File: src/rtl/ckpt_guard.sv
module ckpt_guard #(
  parameter int AW = 32
) (
  input  logic          clk,
  input  logic          rst_n,
  input  logic          start_valid,
  input  logic [AW-1:0] start_base,
  input  logic [AW-1:0] start_len,
  output logic          start_busy,
  input  logic          st_valid,
  input  logic [AW-1:0] st_addr,
  output logic          cpu_stall,
  input  logic          wb_valid,
  input  logic [AW-1:0] wb_addr,
  output logic          wb_veto,
  output logic          clean_req,
  output logic [AW-1:0] clean_base,
  output logic [AW-1:0] clean_len,
  input  logic          clean_done,
  input  logic          copy_done
);

  typedef enum logic [1:0] {IDLE = 2'd0, SETUP = 2'd1, COPY = 2'd2} phase_t;

  phase_t        phase;
  logic [AW-1:0] base_q, len_q;
  logic [AW:0]   end_x;
  logic          st_hit, wb_hit, held;

  assign held  = (phase != IDLE);
  assign end_x = {1'b0, base_q} + {1'b0, len_q};

  function automatic logic in_range(input logic [AW-1:0] a, input logic [AW-1:0] b,
                                    input logic [AW:0] e);
    return (a >= b) && ({1'b0, a} < e);
  endfunction

  assign st_hit = in_range(st_addr, base_q, end_x);
  assign wb_hit = in_range(wb_addr, base_q, end_x);

  assign start_busy = start_valid && held;
  assign cpu_stall  = st_valid && (phase == SETUP) && st_hit;
  assign wb_veto    = wb_valid && (phase == COPY) && wb_hit;
  assign clean_req  = (phase == SETUP);
  assign clean_base = base_q;
  assign clean_len  = len_q;

  always_ff @(posedge clk) begin
    if (!rst_n) begin
      phase  <= IDLE;
      base_q <= '0;
      len_q  <= '0;
    end else begin
      unique case (phase)
        IDLE:  if (start_valid) begin
                 base_q <= start_base;
                 len_q  <= start_len;
                 phase  <= SETUP;
               end
        SETUP: if (clean_done) phase <= COPY;
        COPY:  if (copy_done) phase <= IDLE;
        default: phase <= IDLE;
      endcase
    end
  end

  a_r2_start_cleans: assert property (@(posedge clk) disable iff (!rst_n)
    (start_valid && !held) |=> (clean_req && clean_base == $past(start_base)
                                && clean_len == $past(start_len)));
  a_r3_range_kept: assert property (@(posedge clk) disable iff (!rst_n)
    start_busy |=> ($stable(clean_base) && $stable(clean_len)));
  a_r5_stall_in_setup: assert property (@(posedge clk) disable iff (!rst_n)
    cpu_stall |-> (st_valid && clean_req));
  a_r7_veto_in_copy: assert property (@(posedge clk) disable iff (!rst_n)
    wb_veto |-> (wb_valid && !clean_req && held));
  a_r6_setup_ends: assert property (@(posedge clk) disable iff (!rst_n)
    (clean_req && clean_done) |=> (!clean_req && !cpu_stall));
  a_r8_copy_ends: assert property (@(posedge clk) disable iff (!rst_n)
    (phase == COPY && copy_done) |=> (!wb_veto && !cpu_stall && !held));
  a_r9_early_copy_done: assert property (@(posedge clk) disable iff (!rst_n)
    (clean_req && copy_done && !clean_done) |=> clean_req);

endmodule

File: config.mk
export PLATFORM = sky130hd
export DESIGN_NAME = ckpt_guard
export DESIGN_NICKNAME = d
export VERILOG_FILES = /design/src/rtl/ckpt_guard.sv
export SDC_FILE = /design/constraint.sdc
export NUM_CORES = 1
export LEC_CHECK = 0
export ABC_CLOCK_PERIOD_IN_PS = 4900
export CELL_PAD_IN_SITES_DETAIL_PLACEMENT = 1
export CELL_PAD_IN_SITES_GLOBAL_PLACEMENT = 2
export CORE_UTILIZATION = 33
export DETAILED_ROUTE_END_ITERATION = 8
export DONT_BUFFER_PORTS = 1
export PLACE_DENSITY_LB_ADDON = 0.1
export SLEW_MARGIN = 40
export SYNTH_ARGS = -nofsm -noshare
export SYNTH_HDL_FRONTEND = slang
export SYNTH_SLANG_ARGS = --single-unit
File: constraint.sdc
create_clock -name clk -period 4.9 [get_ports clk]
set_clock_uncertainty 0.2 [all_clocks]
set_input_delay 0.735 -clock clk [delete_from_list [all_inputs] [get_ports clk]]
set_output_delay 0.735 -clock clk [all_outputs]
set_load 0.02 [all_outputs]
Word level (Yosys, flattened, before mapping):

Index checks and enable logic that the tools add are counted.

* register bits: 66
* input bits: 135
* output and inout bits: 68
* logic and storage cells: 28

* add/sub/neg operators: 1
* order comparisons: 4
* equality and inequality tests: 5
* mux-type cells: 4
* reduce and logical (&&, ||, !) cells: 11

Operator list (number)
* $lt 32x33->1: 2
* $ge 32x32->1: 2
* $add 32x32->33: 1
* $logic_and 1x1->1: 7
* $mux 2: 3
* $pmux 2 s3: 1
* $ne 2x2->1 const B: 2
* $reduce_and 3->1: 1
* $eq 2x1->1 const B: 1
* $eq 2x2->1 const B: 1
* $logic_not 2->1: 1
* $ne 2x1->1 const B: 1
* $reduce_and 2->1: 1
* $reduce_bool 2->1: 1

Logic depth before layout (Yosys ltp):

* depth after elaboration: 4
* depth in mapped cells: 20
* gate-level depth less buffers: 20

Worst setup path before layout:

No wires, ideal clock.

* kind: register to output
* start: register base_q[0] (netlist: clean_base[0])
* end: output port cpu_stall
* arrival time: 3.931 ns
* required time: 3.965 ns
* setup slack: 0.034 ns
* stages on the path, launching flop included: 19
* buffers on the path: 0
* cells stage by stage: dfxtp_1 > ha_1 > fa_1 > a21o_1 > a221oi_2 > o21ai_2 > a21o_2 > a211o_1 > nand2_1 > ha_1 > a21o_1 > a21o_1 > a21o_1 > a21oi_1 > o21ai_0 > maj3_2 > a21oi_1 > o311a_1 > o31a_1

* longest elaborated chain between the ends: 4
* elaborated cells on any way between the ends: 5
* those cells by class: add/sub: 1; order compare: 2; reduce/logical: 2

Ends and longest elaborated chain
* start, declared: line 26 `logic [AW-1:0] base_q, len_q;`
* start signal, assigned: line 56 `base_q <= start_base;`
* $add 32x32->33: line 31 `assign end_x = {1'b0, base_q} + {1'b0, len_q};`
* $lt 32x33->1: line 35 `return (a >= b) && ({1'b0, a} < e);`
* $logic_and 1x1->1 (*): line 35
* $logic_and 1x1->1 (*): line 42 `assign cpu_stall = st_valid && (phase == SETUP) && st_hit;`
* end, declared: line 12 `output logic cpu_stall,`

Mark *: on every way between the ends. The rest lies on a longest branch, timed or not.

Worst setup path after layout:

Same ends and word-level chain as after synthesis.

==> flow_summary.json <==
{
  "path_class": "flop to output pin",
  "power.total_w": 0.00203,
  "worstHoldPathCells": 2,
  "synth-seq-cells": 66,
  "nFillCells": 2376,
  "timing.rr.end": "clean_len[14]",
  "rsz0062_at_grt": "yes",
  "synth_top_cell_area_share": 0.287,
  "portBuffers": 0,
  "yosys-top-cells-area": "ha_1 29%, dfxtp_1 20%, nand2_1 8.9%, a21boi_0 7.3%, a21o_1 5.7%",
  "ctsHoldBuffers": 0,
  "crit_start": "clean_base[0]",
  "rows": 51,
  "grt_first_pass_wirelength_mm": 37.4,
  "dr.pass1.iters": 4,
  "h-tree-depth": 3,
  "gr-total-overflow": 0,
  "synth.distinct_cells": 57,
  "status": "complete, but fails checks",
  "place_inst": 1167,
  "track_usage": 0.238,
  "num_io_pins": 203,
  "vias": 6398,
  "die_y_um": 145,
  "synth_nets": 1118,
  "synth-seq-area-share": 0.197,
  "async_reset_ff_frac": 0,
  "cts_tree": "done",
  "cts_buffers": 9,
  "period_needed_ns": 5.34,
  "die_area_mm2": 0.0209,
  "max_freq_mhz": 187,
  "antenna_found_initial": 0,
  "dp_hpwl_mm": 20.4,
  "report.final.slew_viol_count": 0,
  "worst_pin_slew_ns": 0.733,
  "syn_avg_cell_area_um2": 8.11,
  "failed_checks": "setup timing",
  "final_hold_viol_count": 0,
  "cts_root_buffer": "clkbuf_16",
  "gp_congestion": 0.945,
  "arrival_ns": 4.40,
  "syn-cell-area_mm2": 0.00671,
  "clk_latency_ns": 0.34,
  "fin_ws_ns": -0.436,
  "grt_max_degree": 67,
  "drc": 0,
  "synth-edff-count": 0,
  "grt_pass1_vias": 6812,
  "ff2ff_setup_slack_ns": 2.93,
  "timing.final.crit_share": 1.09,
  "worstPathRequired_ns": 3.96,
  "drtIter0Drc": 179,
  "clkTransAtPathRegs_ns": 0.07,
  "nets": 1206,
  "ant_nets": 0,
  "cp_max_fo": 3,
  "synth_ff_type": "dfxtp_1",
  "hold_path_end": "clean_base[25]",
  "layout-drive-gt1-share": 0.159,
  "cap_violations": 0,
  "diodes": 0,
  "leakage_nw": 3.69,
  "netlist_instances": 828,
  "hold_start": "start_base[25]",
  "p_per_area_mw_per_mm2": 251,
  "die_w_um": 145,
  "cp-start-kind": "flop",
  "viasPerCell": 5.40,
  "routed_wl_mm": 24.3,
  "reg2reg_from": "phase[1]",
  "ir_drop_uv": 192,
  "min_path_type": "primary input to flop",
  "core_area_mm2": 0.0197,
  "clock_sinks": 66,
  "start_util": 0.340,
  "cp-end-kind": "output pin",
  "setup_viol": 2,
  "wl_per_cell_um": 20.5,
  "syn_to_final_growth_pct": 20.5,
  "fin_cells": 1185,
  "slew_headroom": 0.511,
  "synth_top_area_cell": "ha_1",
  "yosysWarnings": 0,
  "clock_path_buffers": 2,
  "rr_worst_depth": 5
}
==> state kept, by name (all words and copies together) (netlist names) <==
register,flops
clean_base,32
clean_len,32
phase,2
==> per-stage QoR <==
stage | TNS [ns] | instance area, um2 | worst slack, ns | hold slack, ns | utilization
3_3_place_gp | -0.410 | 7680 | -0.236 | 0.360 | 0.390
2_1_floorplan | 0 | 6710 | 0.0341 | 0.334 | -
4_1_cts | -0.935 | 8060 | -0.486 | 0.310 | 0.409
3_5_place_dp | -0.691 | 7680 | -0.388 | 0.390 | 0.390
5_1_grt | -1.28 | 8090 | -0.662 | 0.324 | 0.410
6_report | -0.793 | 8090 | -0.436 | 0.322 | 0.410
==> layout by cell type, fill, tap and decap left out, types with 9 or more instances in the layout <==
| cell type | count |
|---|---|
| dfxtp_1 | 64 |
| a21o_1 | 51 |
| o21ai_0 | 23 |
| inv_1 | 42 |
| nor2b_1 | 10 |
| buf_4 | 97 |
| nand2_1 | 156 |
| a21oi_1 | 50 |
| nand4_1 | 18 |
| clkbuf_16 | 9 |
| nor2_1 | 22 |
| xor2_1 | 10 |
| a21oi_2 | 10 |
| a21boi_0 | 65 |
| xnor2_1 | 15 |
| nand2b_1 | 10 |
| ha_1 | 153 |
==> how the worst max path moves through the flow <==
stage	to	slack, ns	cells after the start
finish	cpu_stall	-0.44	22
global route	cpu_stall	-0.66	21
CTS	wb_veto	-0.49	19
detailed placement	wb_veto	-0.39	19
global placement	cpu_stall	-0.24	21
floorplan	cpu_stall	0.03	18
==> where the power goes <==
part	switching [W]	leakage (nW)	internal, W
clock network	0.000264	0.142	0.000404
logic	0.000413	3.01	0.000329
registers	0.0000438	0.543	0.000573
total	0.000721	3.69	0.00131
==> Yosys cell counts (8+ instances only) <==
cell / count
inv_1: 42
clkbuf_1: 18
xor2_1: 12
nor2b_1: 10
a21o_1: 51
o21ai_0: 28
nor3_1: 8
dfxtp_1: 66
nor2_1: 23
nand4_1: 18
a21boi_0: 65
ha_1: 154
xnor2_1: 16
nand2_1: 159
nand2b_1: 10
a211oi_1: 9
a21oi_1: 57
==> layer usage <==
layer  wire length [um]  up-vias  part of all wire  GRT usage
met5                  0        -                 0          0
met4                588        0             0.024     0.0781
met3               1520       31             0.063     0.0583
met2              11400      164              0.47      0.405
met1              10800     3027              0.44      0.290
li1                   -     3176                 -          -
==> logic make-up (layout without fill, tap and decap cells) <==
kind of cell    count (synthesis)  count (layout)  synth area share
compound gates                270             270             0.279
simple gates                  245             245             0.161
fa+ha+maj                     156             156             0.292
flops                          66              66             0.197
buf+inv                        63             155            0.0352
xor+xnor                       28              28            0.0365
==> critical path, stage by stage (launching register included) <==
cell      delay, ns
dfxtp_2        0.33
ha_4           0.16
fa_2           0.33
a21o_1         0.21
a22oi_1        0.14
and4bb_2       0.27
o21bai_1       0.08
a21oi_1        0.20
o21bai_1       0.11
a21oi_2        0.21
o21ai_1        0.10
xnor2_1        0.25
ha_1           0.28
nand2_2        0.08
nor2_2         0.04
buf_4          0.12
a21oi_1        0.12
o21ai_1        0.09
maj3_2         0.32
a21oi_2        0.16
o311a_1        0.18
o31a_1         0.15
buf_6          0.13
==> final cells by class <==
cell class / count / area, um2 / share of cell area
Multi-Input combinational cell: 699 / 5250 / 0.649
Sequential cell: 66 / 1320 / 0.164
Timing Repair Buffer: 98 / 739 / 0.0914
Tap cell: 265 / 332 / 0.0410
Clock buffer: 12 / 246 / 0.0305
Inverter: 42 / 158 / 0.0195
Clock inverter: 3 / 40.0 / 0.00495
==> what timing repair did <==
| item | CTS | global route |
|---|---|---|
| gates resized for setup | 22 | 8 |
| pin swaps | 15 | 18 |
| setup endpoints to repair | 2 | 2 |
| buffers inserted | 3 | 0 |
No activity file was read; power rests on OpenSTA's default activity.
